<file path="src/rtl/atm_cell_rx_pkg.sv">
package atm_cell_rx_pkg;
  // index width covers the longest cell (53 words on an 8-bit bus)
  localparam int IDX_W = 6;

  // strobes from control to datapath
  typedef struct packed {
    logic             wrEn;    // capture rxData this edge
    logic             newCell; // first word of a cell: clear parity flag
    logic [IDX_W-1:0] wrIdx;   // target word slot
  } rxStrobe_t;

  function automatic int cellWords(input int dataW);
    return (dataW == 16) ? 27 : 53;
  endfunction
endpackage

</file>
<file path="src/rtl/atm_cell_rx_ctrl.sv">
module atm_cell_rx_ctrl
  import atm_cell_rx_pkg::*;
#(
  parameter int         WORDS    = 27,
  parameter logic [4:0] PHY_ADDR = 5'd6
) (
  input  logic       clk,
  input  logic       rstN,
  input  logic       rxSoc,
  input  logic       rxEnb,
  input  logic [4:0] rxAddr,
  input  logic       cellReady,
  output logic       rxClav,
  output logic       cellValid,
  output rxStrobe_t  strobe
);
  localparam logic [IDX_W-1:0] LAST_IDX = IDX_W'(WORDS - 1);

  logic             selected;
  logic             inCell;
  logic [IDX_W-1:0] wordCnt;
  logic             accept, startCell, contCell, lastWord, validNext, addrHit;

  assign addrHit   = (rxAddr == PHY_ADDR);
  assign accept    = rxEnb && selected && !cellValid;
  assign startCell = accept && rxSoc;
  assign contCell  = accept && !rxSoc && inCell;
  assign lastWord  = contCell && (wordCnt == LAST_IDX);
  assign validNext = lastWord || (cellValid && !cellReady);

  always_comb begin
    strobe.wrEn    = startCell || contCell;
    strobe.newCell = startCell;
    strobe.wrIdx   = startCell ? '0 : wordCnt;
  end

  always_ff @(posedge clk or negedge rstN) begin
    if (!rstN) begin
      selected  <= 1'b0;
      inCell    <= 1'b0;
      wordCnt   <= '0;
      cellValid <= 1'b0;
      rxClav    <= 1'b0;
    end else begin
      if (!rxEnb) selected <= addrHit;
      if (startCell) begin
        inCell  <= 1'b1;
        wordCnt <= IDX_W'(1);
      end else if (contCell) begin
        if (lastWord) begin
          inCell  <= 1'b0;
          wordCnt <= '0;
        end else begin
          wordCnt <= wordCnt + 1'b1;
        end
      end
      cellValid <= validNext;
      rxClav    <= addrHit && !validNext;
    end
  end
endmodule

</file>
<file path="src/rtl/atm_cell_rx_dp.sv">
module atm_cell_rx_dp
  import atm_cell_rx_pkg::*;
#(
  parameter int DATA_W = 16,
  parameter int WORDS  = 27
) (
  input  logic                    clk,
  input  logic                    rstN,
  input  logic [DATA_W-1:0]       rxData,
  input  logic                    rxPrty,
  input  rxStrobe_t               strobe,
  output logic [WORDS*DATA_W-1:0] cellData,
  output logic                    cellParErr
);
  logic badWord;
  assign badWord = ~(^{rxData, rxPrty});

  for (genvar g = 0; g < WORDS; g++) begin : g_slot
    logic [DATA_W-1:0] wordReg;
    always_ff @(posedge clk or negedge rstN) begin
      if (!rstN)
        wordReg <= '0;
      else if (strobe.wrEn && strobe.wrIdx == IDX_W'(g))
        wordReg <= rxData;
    end
    assign cellData[g*DATA_W +: DATA_W] = wordReg;
  end

  always_ff @(posedge clk or negedge rstN) begin
    if (!rstN)
      cellParErr <= 1'b0;
    else if (strobe.wrEn)
      cellParErr <= (cellParErr && !strobe.newCell) || badWord;
  end
endmodule

</file>
<file path="src/rtl/atm_cell_rx.sv">
module atm_cell_rx
  import atm_cell_rx_pkg::*;
#(
  parameter int         DATA_W   = 16,
  parameter logic [4:0] PHY_ADDR = 5'd6,
  localparam int        WORDS    = cellWords(DATA_W)
) (
  input  logic                    clk,
  input  logic                    rstN,
  input  logic [DATA_W-1:0]       rxData,
  input  logic                    rxSoc,
  input  logic                    rxEnb,
  input  logic                    rxPrty,
  input  logic [4:0]              rxAddr,
  output logic                    rxClav,
  output logic [WORDS*DATA_W-1:0] cellData,
  output logic                    cellValid,
  input  logic                    cellReady,
  output logic                    cellParErr
);
  rxStrobe_t strobe;

  atm_cell_rx_ctrl #(.WORDS(WORDS), .PHY_ADDR(PHY_ADDR)) u_ctrl (
    .clk(clk), .rstN(rstN), .rxSoc(rxSoc), .rxEnb(rxEnb), .rxAddr(rxAddr),
    .cellReady(cellReady), .rxClav(rxClav), .cellValid(cellValid), .strobe(strobe)
  );

  atm_cell_rx_dp #(.DATA_W(DATA_W), .WORDS(WORDS)) u_dp (
    .clk(clk), .rstN(rstN), .rxData(rxData), .rxPrty(rxPrty), .strobe(strobe),
    .cellData(cellData), .cellParErr(cellParErr)
  );
endmodule

</file>
<file path="config.mk">
export PLATFORM = sky130hd
export DESIGN_NAME = atm_cell_rx
export DESIGN_NICKNAME = d
export VERILOG_FILES = /design/src/rtl/atm_cell_rx_pkg.sv /design/src/rtl/atm_cell_rx_ctrl.sv /design/src/rtl/atm_cell_rx_dp.sv /design/src/rtl/atm_cell_rx.sv
export SDC_FILE = /design/constraint.sdc
export NUM_CORES = 1
export LEC_CHECK = 0
export BUFFER_PORTS_ARGS = -buffer_cell sky130_fd_sc_hd__buf_4
export CAP_MARGIN = 10
export CORE_MARGIN = 2
export CORE_UTILIZATION = 45
export DETAILED_ROUTE_END_ITERATION = 6
export PLACE_DENSITY = 0.72
export SYNTH_ARGS = -nofsm -noshare
export SYNTH_HDL_FRONTEND = slang
export SYNTH_HIERARCHICAL = 1
export SYNTH_SLANG_ARGS = --single-unit
</file>
<file path="constraint.sdc">
create_clock -name clk -period 2.7 [get_ports clk]
set_input_delay 0.135 -clock clk [delete_from_list [all_inputs] [get_ports clk]]
set_output_delay 0.135 -clock clk [all_outputs]
set_load 0.03 [all_outputs]
</file>
==> results.toml <==
[status]
status = "completed"

[routing]
wl_per_cell_um = 22.5
num_vias = 10673
first_pass_iters = 6
drcViolationCount = 0
drtIter0Drc = 420
drt_wl_total_um = 47100
ant_nets = 0
vias_per_cell = 5.09

[critical_path]
criticalPathCategory = "reg -> reg"
cp_cell_sequence = "and3b_2, nand2_4, and2_2, nand2b_1, or3_4, nor3_4, buf_12, mux2_2"
r2r_slack_ns = 0.16
cp_top_family = "simple AND/OR/NAND/NOR gates"
critPathSlowestCell = "or3_4"
crit_start = "u_ctrl/cellValid"
r2r_cells = 8
reg2reg_from = "u_ctrl/cellValid"
worstSetupStartpointType = "flop"
critPathArrivalTime_ns = 2.99
r2r_end = "u_dp/g_slot[24].wordReg[12]"
cp.depth = 8
cpPeakStageDelay_ns = 0.44
cp-end-kind = "flop"
crit_end = "u_dp/g_slot[24].wordReg[12]"
cp.required_ns = 3.15
path_max_fanout = 16
worst-path-buf-inv = 1

[sta]
finClkSkew_ns = 0.0108
layout_min_cycle_time_ns = 2.54
setup_violations = 0
hold_viol = 0
tightest_slew_ns = 0.652
rsz0062_at_grt = "false"
setup_slack_ns = 0.156
setup_tns_ns = 0
maxSlewViolCount = 0
fmax_mhz = 393
min_period_over_period_pct = 94.2
relSlewSlack_pct = 56.5

[yosys]
synth-simple-area-share_pct = 2.75
syn_nets = 1101
yosysSeqAreaShare_pct = 64.9
synth-compound-area-share_pct = 0.542
syn_area_um2 = 17100
synthDistinctLibCells = 43
synth-seq-cells = 443
synthXorXnorAreaFrac_pct = 0.901
muxShareOfSynthArea_pct = 28.5
yosysWarnings = 6
syn_area_per_cell_um2 = 15.9
synth_top_family_by_area = "multiplexers"
synth_fa_ha_area_share_pct = 0.146
syn_inst = 1072

[clocking]
clkSlewWorstSetupHoldPaths_ns = 0.06
cts_setup_buffers = 0
htreeDepth = 2
insertion_delay_ns = 0.57
cts_sinks = 443
clock-root-buffer = "clkbuf_16"
cts.path.max_buffers = 3
cts_tree = "done"
cts_made_buffers = 47

[place]
port_buffers = 461
dp_slack_ns = 0.0495
hpwl_um = 32600
dpl_cell_area_um2 = 21400
place_congestion = 0.773

[finish]
final-seq-area_um2 = 11100
syn_to_final_growth_pct = 34.9
antennaDiodeCount = 0
fin_nets = 1575
stdcell_area_um2 = 23100
multi_input_area_um2 = 5640
postLayoutCoreUtil_pct = 61.5
post_route_cells_drive_above_1_share_pct = 66.0
fillerInstances = 2940

[global_routing]
gr-usage-met1_pct = 30.0
grt_util_met3_pct = 5.82
antenna_found_initial = 0
grtUsageMet2_pct = 41.2
grt.total_usage_pct = 23.9
grt_max_degree = 75
busiest_layer = "met2"
grt-ovfl-total = 0
grt_pass1_wl_um = 70300
grt_pass1_vias = 11123

[floorplan]
core_area_um2 = 37500
start_util_pct = 45.6
dieArea_um2 = 39500
ios = 462
rows = 71
die_w_um = 199
die_h_um = 199

[power_and_ir_drop]
p_total_mw = 14.1
ir_drop_mv = 0.457
power_density_nw_per_um2 = 613
leakage_nw = 12.5

[flow_run]
cap_violations = 0

[min_path]
hold_class = "in -> reg"
==> area by class of cell <==
class | instances | share of cell area, %
well taps | 511 | 2.77
flip-flops and latches | 443 | 48.1
clock buffers | 67 | 6.09
repair buffers | 510 | 17.7
inverters | 5 | 0.0922
clock inverters | 20 | 0.868
multi-input cells | 539 | 24.4
==> routing by layer <==
metal,wire length [µm],share of wire (%)
met3,2770,5.9
met2,24100,51
met1,19100,40
met4,1200,2.6
met5,0,0
==> kinds of logic (layout without fill, tap and decap cells) <==
group / Yosys count / count (layout)
and+or+nand+nor: 75 / 75
adders and majority gates: 2 / 2
buffers and inverters: 90 / 602
DFF: 443 / 443
AOI/OAI and AO/OA: 14 / 14
muxes: 432 / 432
xor gates and xnor gates: 16 / 16
==> worst min-delay path by stage <==
stage                from                         end  slack, ns  cells after the start
3_5_place_dp         rstN            u_ctrl/cellValid       0.19                      1
6_report       rxData[11]  u_dp/g_slot[2].wordReg[11]       0.11                      2
5_1_grt         rxData[9]  u_dp/g_slot[14].wordReg[9]       0.10                      2
4_1_cts         rxData[6]  u_dp/g_slot[23].wordReg[6]       0.09                      2
2_1_floorplan        rstN            u_ctrl/cellValid      -0.16                      0
3_3_place_gp         rstN            u_ctrl/cellValid       0.18                      1
==> repair_timing <==
action                     CTS  global route
setup endpoints to repair    0            69
hold buffers                 8             0
hold endpoints to repair    72             0
gates resized for setup      0             4
==> worst reg2reg max path, cell delays in order, from the launching register on <==
cell and delay, ns:
dfrtp_2 0.41, and3b_2 0.30, nand2_4 0.10, and2_2 0.24
nand2b_1 0.19, or3_4 0.44, nor3_4 0.21, buf_12 0.18
mux2_2 0.36
==> cell usage in the layout (no fill, tap or decap), types with 3 or more instances in the layout <==
master	instances
buf_4	483
dfrtp_1	442
mux2_2	432
clkbuf_16	49
nand2_1	21
buf_12	17
clkinv_2	16
xnor2_1	13
clkbuf_8	11
dlygate4sd3_1	8
clkbuf_1	7
nor2_1	7
nor2_4	5
nor2_2	5
bufinv_16	4
inv_1	4
and2_2	4
nand3_1	4
o21ai_1	4
nand2b_1	4
o21ai_0	3
nand2_2	3
==> flip-flops by register name, summed over array words and instances (netlist names) <==
| signal | cells |
|---|---|
| u_ctrl/cellValid | 1 |
| u_ctrl/inCell | 1 |
| u_ctrl/rxClav | 1 |
| u_ctrl/selected | 1 |
| u_ctrl/wordCnt | 6 |
| u_dp/cellParErr | 1 |
| u_dp/g_slot.wordReg | 432 |
==> cell usage after synthesis, drive strengths merged <==
cell type | n | area [µm²]
nand3 | 5 | 25.0
or3 | 3 | 18.8
xnor2 | 13 | 114
dfrtp | 443 | 11100
nand2b | 4 | 25.0
nor3b | 1 | 7.51
nor4 | 1 | 6.26
mux2 | 432 | 4860
nor2 | 17 | 101
a41oi | 1 | 8.76
o2bb2ai | 1 | 8.76
buf | 34 | 184
o21ai | 7 | 35.0
and2 | 5 | 36.3
or4b | 1 | 10.0
nand3b | 2 | 27.5
and3b | 2 | 20.0
ha | 2 | 25.0
a21oi | 2 | 10.0
a311oi | 1 | 8.76
o22ai | 1 | 12.5
nand2 | 25 | 109
or4 | 1 | 7.51
nand4b | 1 | 8.76
xor2 | 2 | 17.5
nor2b | 3 | 18.8
a22o | 1 | 8.76
xnor3 | 1 | 22.5
clkbuf | 51 | 191
inv | 5 | 21.3
nor3 | 4 | 47.5
==> power by group <==
| group | internal (mW) | leakage, nW | switching, mW | total, mW |
|---|---|---|---|---|
| combinational | 0.248 | 5.52 | 0.539 | 0.787 |
| sequential | 6.71 | 6.17 | 0.0457 | 6.76 |
| clock | 3.99 | 0.810 | 2.59 | 6.58 |
==> through the flow <==
step	std cells	hold WS (ns)
after floorplan	1072	-0.161
after global routing	2095	0.105
after detailed placement	2000	0.186
after CTS	2095	0.0870
after global placement	2000	0.181
final	2095	0.112
Note: power is estimated with default switching activity, not from simulation.
